File: config.mk
export PLATFORM = sky130hd
export DESIGN_NAME = fxp_mac_unit
export DESIGN_NICKNAME = d
export VERILOG_FILES = /design/src/rtl/fxp_mac_pkg.sv /design/src/rtl/fxp_in_reg.sv /design/src/rtl/fxp_mul_stage.sv /design/src/rtl/fxp_add_trunc.sv /design/src/rtl/fxp_mac_unit.sv
export SDC_FILE = /design/constraint.sdc
export NUM_CORES = 1
export LEC_CHECK = 0
export ABC_AREA = 1
export BUFFER_PORTS_ARGS = -buffer_cell sky130_fd_sc_hd__buf_2
export CAP_MARGIN = 20
export CORE_MARGIN = 5
export CORE_UTILIZATION = 45
export CTS_BUF_LIST = sky130_fd_sc_hd__clkbuf_2
export CTS_CLUSTER_SIZE = 30
export DETAILED_ROUTE_END_ITERATION = 8
export PLACE_DENSITY = 0.74
export SLEW_MARGIN = 20
export SYNTH_ARGS = -nofsm -noshare
export SYNTH_HDL_FRONTEND = slang
export SYNTH_SLANG_ARGS = --single-unit
File: constraint.sdc
create_clock -name clk -period 4.97 [get_ports clk]
set_clock_uncertainty 0.1 [all_clocks]
set_input_delay 1.491 -clock clk [delete_from_list [all_inputs] [get_ports clk]]
set_output_delay 1.491 -clock clk [all_outputs]
set_load 0.02 [all_outputs]
File: src/rtl/fxp_mac_pkg.sv
package fxp_mac_pkg;
  localparam int unsigned DEF_IN_W    = 8;
  localparam int unsigned DEF_B_FRAC  = 6;
  localparam int unsigned DEF_C_FRAC  = 6;
  localparam int unsigned DEF_D_FRAC  = 5;
  localparam int unsigned DEF_OUT_W   = 8;
  localparam int unsigned DEF_OUT_FRAC = 4;

  function automatic int unsigned max2(input int unsigned a, input int unsigned b);
    return (a > b) ? a : b;
  endfunction
endpackage

File: src/rtl/fxp_in_reg.sv
module fxp_in_reg #(
  parameter int unsigned W = 8
) (
  input  logic         clk,
  input  logic         rst,
  input  logic         vld_i,
  input  logic [W-1:0] b_i,
  input  logic [W-1:0] c_i,
  input  logic [W-1:0] d_i,
  output logic         vld_o,
  output logic [W-1:0] b_o,
  output logic [W-1:0] c_o,
  output logic [W-1:0] d_o
);
  always_ff @(posedge clk) begin
    if (rst) begin
      vld_o <= 1'b0;
      b_o   <= '0;
      c_o   <= '0;
      d_o   <= '0;
    end else begin
      vld_o <= vld_i;
      if (vld_i) begin
        b_o <= b_i;
        c_o <= c_i;
        d_o <= d_i;
      end
    end
  end
endmodule

File: src/rtl/fxp_mul_stage.sv
module fxp_mul_stage #(
  parameter int unsigned W = 8,
  localparam int unsigned PW = 2 * W
) (
  input  logic          clk,
  input  logic          rst,
  input  logic          vld_i,
  input  logic [W-1:0]  b_i,
  input  logic [W-1:0]  c_i,
  input  logic [W-1:0]  d_i,
  output logic          vld_o,
  output logic [PW-1:0] prod_o,
  output logic [W-1:0]  d_o
);
  logic signed [PW-1:0] prod_full;

  always_comb begin
    prod_full = PW'($signed(b_i)) * PW'($signed(c_i));
  end

  always_ff @(posedge clk) begin
    if (rst) begin
      vld_o  <= 1'b0;
      prod_o <= '0;
      d_o    <= '0;
    end else begin
      vld_o <= vld_i;
      if (vld_i) begin
        prod_o <= prod_full;
        d_o    <= d_i;
      end
    end
  end
endmodule

File: src/rtl/fxp_add_trunc.sv
module fxp_add_trunc #(
  parameter int unsigned W        = 8,
  parameter int unsigned PW       = 16,
  parameter int unsigned P_SHIFT  = 0,
  parameter int unsigned D_SHIFT  = 7,
  parameter int unsigned SUM_W    = 17,
  parameter int unsigned DROP     = 8,
  parameter int unsigned OUT_W    = 8
) (
  input  logic             clk,
  input  logic             rst,
  input  logic             vld_i,
  input  logic [PW-1:0]    prod_i,
  input  logic [W-1:0]     d_i,
  output logic             vld_o,
  output logic [OUT_W-1:0] a_o
);
  logic signed [SUM_W-1:0] p_al;
  logic signed [SUM_W-1:0] d_al;
  logic signed [SUM_W-1:0] sum;

  generate
    if (P_SHIFT == 0) begin : g_p_pass
      always_comb p_al = SUM_W'($signed(prod_i));
    end else begin : g_p_shift
      always_comb p_al = SUM_W'($signed(prod_i)) <<< P_SHIFT;
    end
    if (D_SHIFT == 0) begin : g_d_pass
      always_comb d_al = SUM_W'($signed(d_i));
    end else begin : g_d_shift
      always_comb d_al = SUM_W'($signed(d_i)) <<< D_SHIFT;
    end
  endgenerate

  always_comb sum = p_al + d_al;

  always_ff @(posedge clk) begin
    if (rst) begin
      vld_o <= 1'b0;
      a_o   <= '0;
    end else begin
      vld_o <= vld_i;
      if (vld_i) a_o <= sum[DROP +: OUT_W];
    end
  end
endmodule

File: src/rtl/fxp_mac_unit.sv
module fxp_mac_unit
  import fxp_mac_pkg::*;
#(
  parameter int unsigned IN_W     = DEF_IN_W,
  parameter int unsigned B_FRAC   = DEF_B_FRAC,
  parameter int unsigned C_FRAC   = DEF_C_FRAC,
  parameter int unsigned D_FRAC   = DEF_D_FRAC,
  parameter int unsigned OUT_W    = DEF_OUT_W,
  parameter int unsigned OUT_FRAC = DEF_OUT_FRAC
) (
  input  logic            clk,
  input  logic            rst,
  input  logic            in_valid,
  input  logic [IN_W-1:0] in_b,
  input  logic [IN_W-1:0] in_c,
  input  logic [IN_W-1:0] in_d,
  output logic            out_valid,
  output logic [OUT_W-1:0] out_a
);
  localparam int unsigned PW        = 2 * IN_W;
  localparam int unsigned P_FRAC    = B_FRAC + C_FRAC;
  localparam int unsigned P_INT     = PW - P_FRAC;
  localparam int unsigned D_INT     = IN_W - D_FRAC;
  localparam int unsigned AL_FRAC   = max2(P_FRAC, D_FRAC);
  localparam int unsigned AL_INT    = max2(P_INT, D_INT) + 1;
  localparam int unsigned SUM_W     = AL_INT + AL_FRAC;
  localparam int unsigned P_SHIFT   = AL_FRAC - P_FRAC;
  localparam int unsigned D_SHIFT   = AL_FRAC - D_FRAC;
  localparam int unsigned DROP      = AL_FRAC - OUT_FRAC;

  logic            s0_vld;
  logic [IN_W-1:0] s0_b, s0_c, s0_d;
  logic            s1_vld;
  logic [PW-1:0]   s1_prod;
  logic [IN_W-1:0] s1_d;

  fxp_in_reg #(.W(IN_W)) u_in (
    .clk(clk), .rst(rst), .vld_i(in_valid),
    .b_i(in_b), .c_i(in_c), .d_i(in_d),
    .vld_o(s0_vld), .b_o(s0_b), .c_o(s0_c), .d_o(s0_d)
  );

  fxp_mul_stage #(.W(IN_W)) u_mul (
    .clk(clk), .rst(rst), .vld_i(s0_vld),
    .b_i(s0_b), .c_i(s0_c), .d_i(s0_d),
    .vld_o(s1_vld), .prod_o(s1_prod), .d_o(s1_d)
  );

  fxp_add_trunc #(
    .W(IN_W), .PW(PW), .P_SHIFT(P_SHIFT), .D_SHIFT(D_SHIFT),
    .SUM_W(SUM_W), .DROP(DROP), .OUT_W(OUT_W)
  ) u_add (
    .clk(clk), .rst(rst), .vld_i(s1_vld),
    .prod_i(s1_prod), .d_i(s1_d),
    .vld_o(out_valid), .a_o(out_a)
  );
endmodule

# Word-level counts from Yosys, hierarchy flattened
# Index checks and enable logic that the tools add are counted.
[word_totals] register_bits=59 in_bits=27 out_inout_bits=9
[classes] add_sub_neg=1 n_mul=1
[ops] operator="adder 16 x 15 -> 16 bit" count=1
[ops] operator="multiplier 8 x 8 -> 16 bit" count=1

# Depth between registers and ports, before layout
[logic_depth] ltp_word=1 depth_mapped=22

# Cells and area by module
# From an unflattened synthesis, not the netlist that was laid out.
[unflattened] hier_cells=808 area_unflattened_um2=5464.0
[modules_own_cells] mod="fxp_mul_stage" n_inst=1 cells_each=539 area_per_inst_um2=3726.1 seq_area_each_um2=500.5
[modules_own_cells] mod="fxp_in_reg" n_inst=1 cells_each=155 area_per_inst_um2=1002.2 seq_area_each_um2=500.5
[modules_own_cells] mod="fxp_add_trunc" n_inst=1 cells_each=114 area_per_inst_um2=735.7 seq_area_each_um2=180.2

# Worst setup path after synthesis
# OpenSTA, ideal clock, no wires.
[synth_path] kind="flip-flop to flip-flop" startpoint="register u_in.b_o[7]" endpoint="register u_mul.prod_o[15]" setup_ns=0.126 arrival_ns=4.064 required_time_ns=4.744 path_slack_ns=0.681 stages_incl_launch_ff=19 path_buffers=1 period_less_slack_ns=4.289 path_cell_list="dfxtp_1 -> clkbuf_1 -> nand2_1 -> fa_1 -> inv_1 -> fa_1 -> inv_1 -> fa_1 -> fa_1 -> inv_1 -> ha_1 -> nand2_2 -> nor2_2 -> and2_1 -> nand2_1 -> nand3_2 -> nand3_1 -> nand2_1 -> a21oi_2"
[synth_via] elab_chain_cells=1
[synth_lines] element="start, declared" line_no="fxp_in_reg.sv:11" source="output logic [W-1:0] b_o,"
[synth_lines] element="start signal, assigned" line_no="fxp_in_reg.sv:24" source="b_o <= b_i;"
[synth_lines] element="multiplier 8 x 8 -> 16 bit" line_no="fxp_mul_stage.sv:18" source="prod_full = PW'($signed(b_i)) * PW'($signed(c_i));"
[synth_lines] element="end signal, assigned" line_no="fxp_mul_stage.sv:29" source="prod_o <= prod_full;"
[synth_lines] element="end, declared" line_no="fxp_mul_stage.sv:12" source="output logic [PW-1:0] prod_o,"
# Every way passes these cells.
# A chain may end at the register's enable or synchronous reset.

# Worst setup path after layout
[layout_path] startpoint="register u_in.c_o[2]" endpoint="register u_mul.prod_o[15]"
[layout_via] elab_chain_cells=1
[layout_lines] element="start, declared" line_no="fxp_in_reg.sv:12" source="output logic [W-1:0] c_o,"
[layout_lines] element="start signal, assigned" line_no="fxp_in_reg.sv:25" source="c_o <= c_i;"
[layout_lines] element="multiplier 8 x 8 -> 16 bit" line_no="fxp_mul_stage.sv:18"
# Every way passes these cells.

==> results.sh <==
export IMPL_outcome="finished, final reports clean"
export IMPL_cp_max_fo=9
export IMPL_diodes=0
export IMPL_initial_core_util_pct=46.22
export IMPL_fmax_mhz=218.9
export IMPL_post_cts_setup_buffers=0
export IMPL_drt_initial_drc_count=251
export IMPL_cts_num_sinks=52
export IMPL_leakagePower_nw=2.898
export IMPL_peakVddDrop_v=0.0001237
export IMPL_pwr_share_clk_pct=20.5
export IMPL_yosysTopAreaCellShare_pct=22.55
export IMPL_synth_edf_count=0
export IMPL_synth_seq_area_share_pct=21.72
export IMPL_layout_nets=798
export IMPL_critPathLaunchType="flop"
export IMPL_cts_buffers=5
export IMPL_slew_headroom_pct=54.25
export IMPL_grt_pass1_vias=4127
export IMPL_synthArstFlopShare_pct=0
export IMPL_p_comb_share_pct=37.8
export IMPL_cp_arrival_ns=4.85
export IMPL_synth_avg_cell_area_um2=7.186
export IMPL_area_growth_pct=6.656
export IMPL_via_count=3934
export IMPL_power_frac_seq_pct=41.8
export IMPL_hp_start="u_in.d_o[0]$_SDFFE_PP0P_"
export IMPL_dieArea_um2=12820
export IMPL_io_pins=36
export IMPL_setup_tns_ns=0
export IMPL_cp_required_ns=5.25
export IMPL_mostFrequentLayoutCells="146 x inv_1, 117 x nand2_1, 104 x nor2_1, 54 x fa_1, 51 x dfxtp_1"
export IMPL_hpwl_mm=7.994
export IMPL_clk_latency_ns=0.47
export IMPL_ys_flop_type="dfxtp_1"
export IMPL_die_w_um=113.2
export IMPL_finalCriticalPeriod_ns=4.567
export IMPL_swShare_pct=39.28
export IMPL_power_density_nw_per_um2=226.5
export IMPL_tightest_slew_ns=0.6853
export IMPL_finalCritPeriodShare_pct=91.90
export IMPL_hold_violations=0
export IMPL_drtAntennaViolNets=0
export IMPL_rsz0062_at_grt="false"
export IMPL_synth_area_leaders="fa_1 23%, dfxtp_1 22%, inv_1 11%"
export IMPL_track_usage_pct=16.88
export IMPL_grt_use_met2_pct=30.53
export IMPL_clkTransAtPathRegs_ns=0.27
export IMPL_routedWlPerCell_um=11.96
export IMPL_cts_buffer_depth=2
export IMPL_multi_input_area_um2=3082
export IMPL_htreeDepth=2
export IMPL_synth_area_leader_cell="fa_1"
export IMPL_die_height_um=113.2
export IMPL_crit_type="flop to flop"
export IMPL_hold_class="flop to flop"
export IMPL_setup_violations=0
export IMPL_syn_inst=667
export IMPL_p_switching_w=0.0004549
export IMPL_grt_overflow_total=0
export IMPL_grt_busiest_layer="met2"
export IMPL_vias_per_cell=4.798
export IMPL_core_area_um2=10370
export IMPL_grt_util_met1_pct=21.40
export IMPL_io_buffers=35
export IMPL_wl_mm=9.809
export IMPL_fillCellCount=1034
export IMPL_r2r_start="u_in.c_o[2]$_SDFFE_PP0P_"
export IMPL_drive_above_1_share_pct=9.064
export IMPL_final_common_cell="inv_1"
export IMPL_netlist_area_um2=4793
export IMPL_regArea_um2=1042
export IMPL_ys_seq_elements=52
export IMPL_use_met3_pct=1.230
export IMPL_rows=37
export IMPL_drc=0
export IMPL_p_int_w=0.0007032
export IMPL_gp_congestion=0.9364
export IMPL_cts_tree="yes"
export IMPL_startpoint="u_in.c_o[2]$_SDFFE_PP0P_"
export IMPL_antenna_found_initial=0
export IMPL_ys_warn_count=0
export IMPL_setup_worst_path_end_class="flop"
export IMPL_drtPass1Iterations=5
export IMPL_yosysUniqueCellTypes=31
export IMPL_max_cap_violations=0
export IMPL_grt_pass1_wl_mm=18.11
export IMPL_syn_nets=782
export IMPL_hold_buffers=0
export IMPL_root_buffer="clkbuf_2"
export IMPL_final_max_slew_viol_count=0
export IMPL_grt_max_degree=39
export IMPL_hold_ws_ns=0.3918
[through the flow]
stage,area (µm²),total power [W],std cells,utilization (%),setup slack (ns)
final,5112,0.001158,820,49.30,0.4025
after global routing,5112,0.001267,820,49.30,0.05835
after CTS,5111,0.001168,820,49.29,0.3876
after detailed placement,5042,0.0009302,812,48.62,0.4141
after global placement,5042,0.0009112,812,48.62,0.5388
after floorplan,4793,0.0008316,667,-,0.6806
[worst paths after layout]
kind	end	slack, ns	cells past startpoint
max	u_mul.prod_o[15]$_SDFFE_PP0P_	0.40	17
min	u_mul.d_o[0]$_SDFFE_PP0P_	0.39	2
max reg2reg	u_mul.prod_o[15]$_SDFFE_PP0P_	0.40	17
min reg2reg	u_mul.d_o[0]$_SDFFE_PP0P_	0.39	2
[what timing repair did]
item	in CTS	in global routing
endpoints found under the setup margin	0	2
hold endpoints to repair	0	0
gates resized for setup	0	1
[cell type report]
cell class / instances / share of cell area (%)
multi-input combinational: 437 / 60.28
timing repair buffer: 36 / 3.573
clock inverter: 2 / 0.7587
clock buffer: 6 / 0.5874
inverter: 151 / 11.09
sequential: 52 / 20.39
tap: 136 / 3.328
[state kept, by name, indices dropped and copies added (netlist names)]
register,flops
u_in.c_o,8
u_mul.prod_o,9
u_mul.d_o,8
u_in.vld_o,1
u_in.b_o,8
u_mul.vld_o,1
u_add.a_o,8
u_in.d_o,8
u_add.vld_o,1
[worst max-delay path, cell delays in order (launching register included)]
cell	delay, ns
dfxtp_1	0.56
nand2_1	0.21
fa_1	0.68
inv_1	0.18
fa_1	0.55
inv_1	0.05
fa_1	0.50
fa_1	0.54
inv_1	0.04
ha_1	0.37
nand2_2	0.10
nor2_2	0.13
and2_1	0.13
nand2_1	0.06
nand3_2	0.07
nand3_1	0.07
nand2_1	0.08
a21oi_2	0.05
[Yosys cell counts (all sizes together), types with 3 or more instances]
master	instances
nand3	20
nand2	123
or2	5
ha	34
a21o	3
clkbuf	25
inv	149
fa	54
a21oi	17
dfxtp	52
xor2	9
o21ai	51
o21bai	4
nor2	106
a31oi	5
[power groups by stage]
stage,Combinational [W],Clock (W),Sequential (W)
finish,0.000437,0.000237,0.000484
global route,0.000518,0.000260,0.000490
CTS,0.000443,0.000242,0.000483
detailed placement,0.000439,0,0.000491
global placement,0.000422,0,0.000489
floorplan,0.000361,0,0.000470
[kinds of logic after synthesis]
| group | count (synthesis) | synth area share (%) |
|---|---|---|
| xor gates and xnor gates | 11 | 2.010 |
| AOI/OAI and AO/OA | 80 | 8.927 |
| buffers and inverters | 178 | 13.99 |
| adders and majority gates | 88 | 31.43 |
| and+or+nand+nor | 258 | 21.93 |
| DFF | 52 | 21.72 |
[routing by layer]
| layer | share of wire (%) | up-vias |
|---|---|---|
| li1 | - | 2016 |
| met1 | 45 | 1838 |
| met2 | 50 | 66 |
| met3 | 3.0 | 14 |
| met4 | 2.0 | 0 |
| met5 | 0 | - |
(Power assumes the default switching activity.)
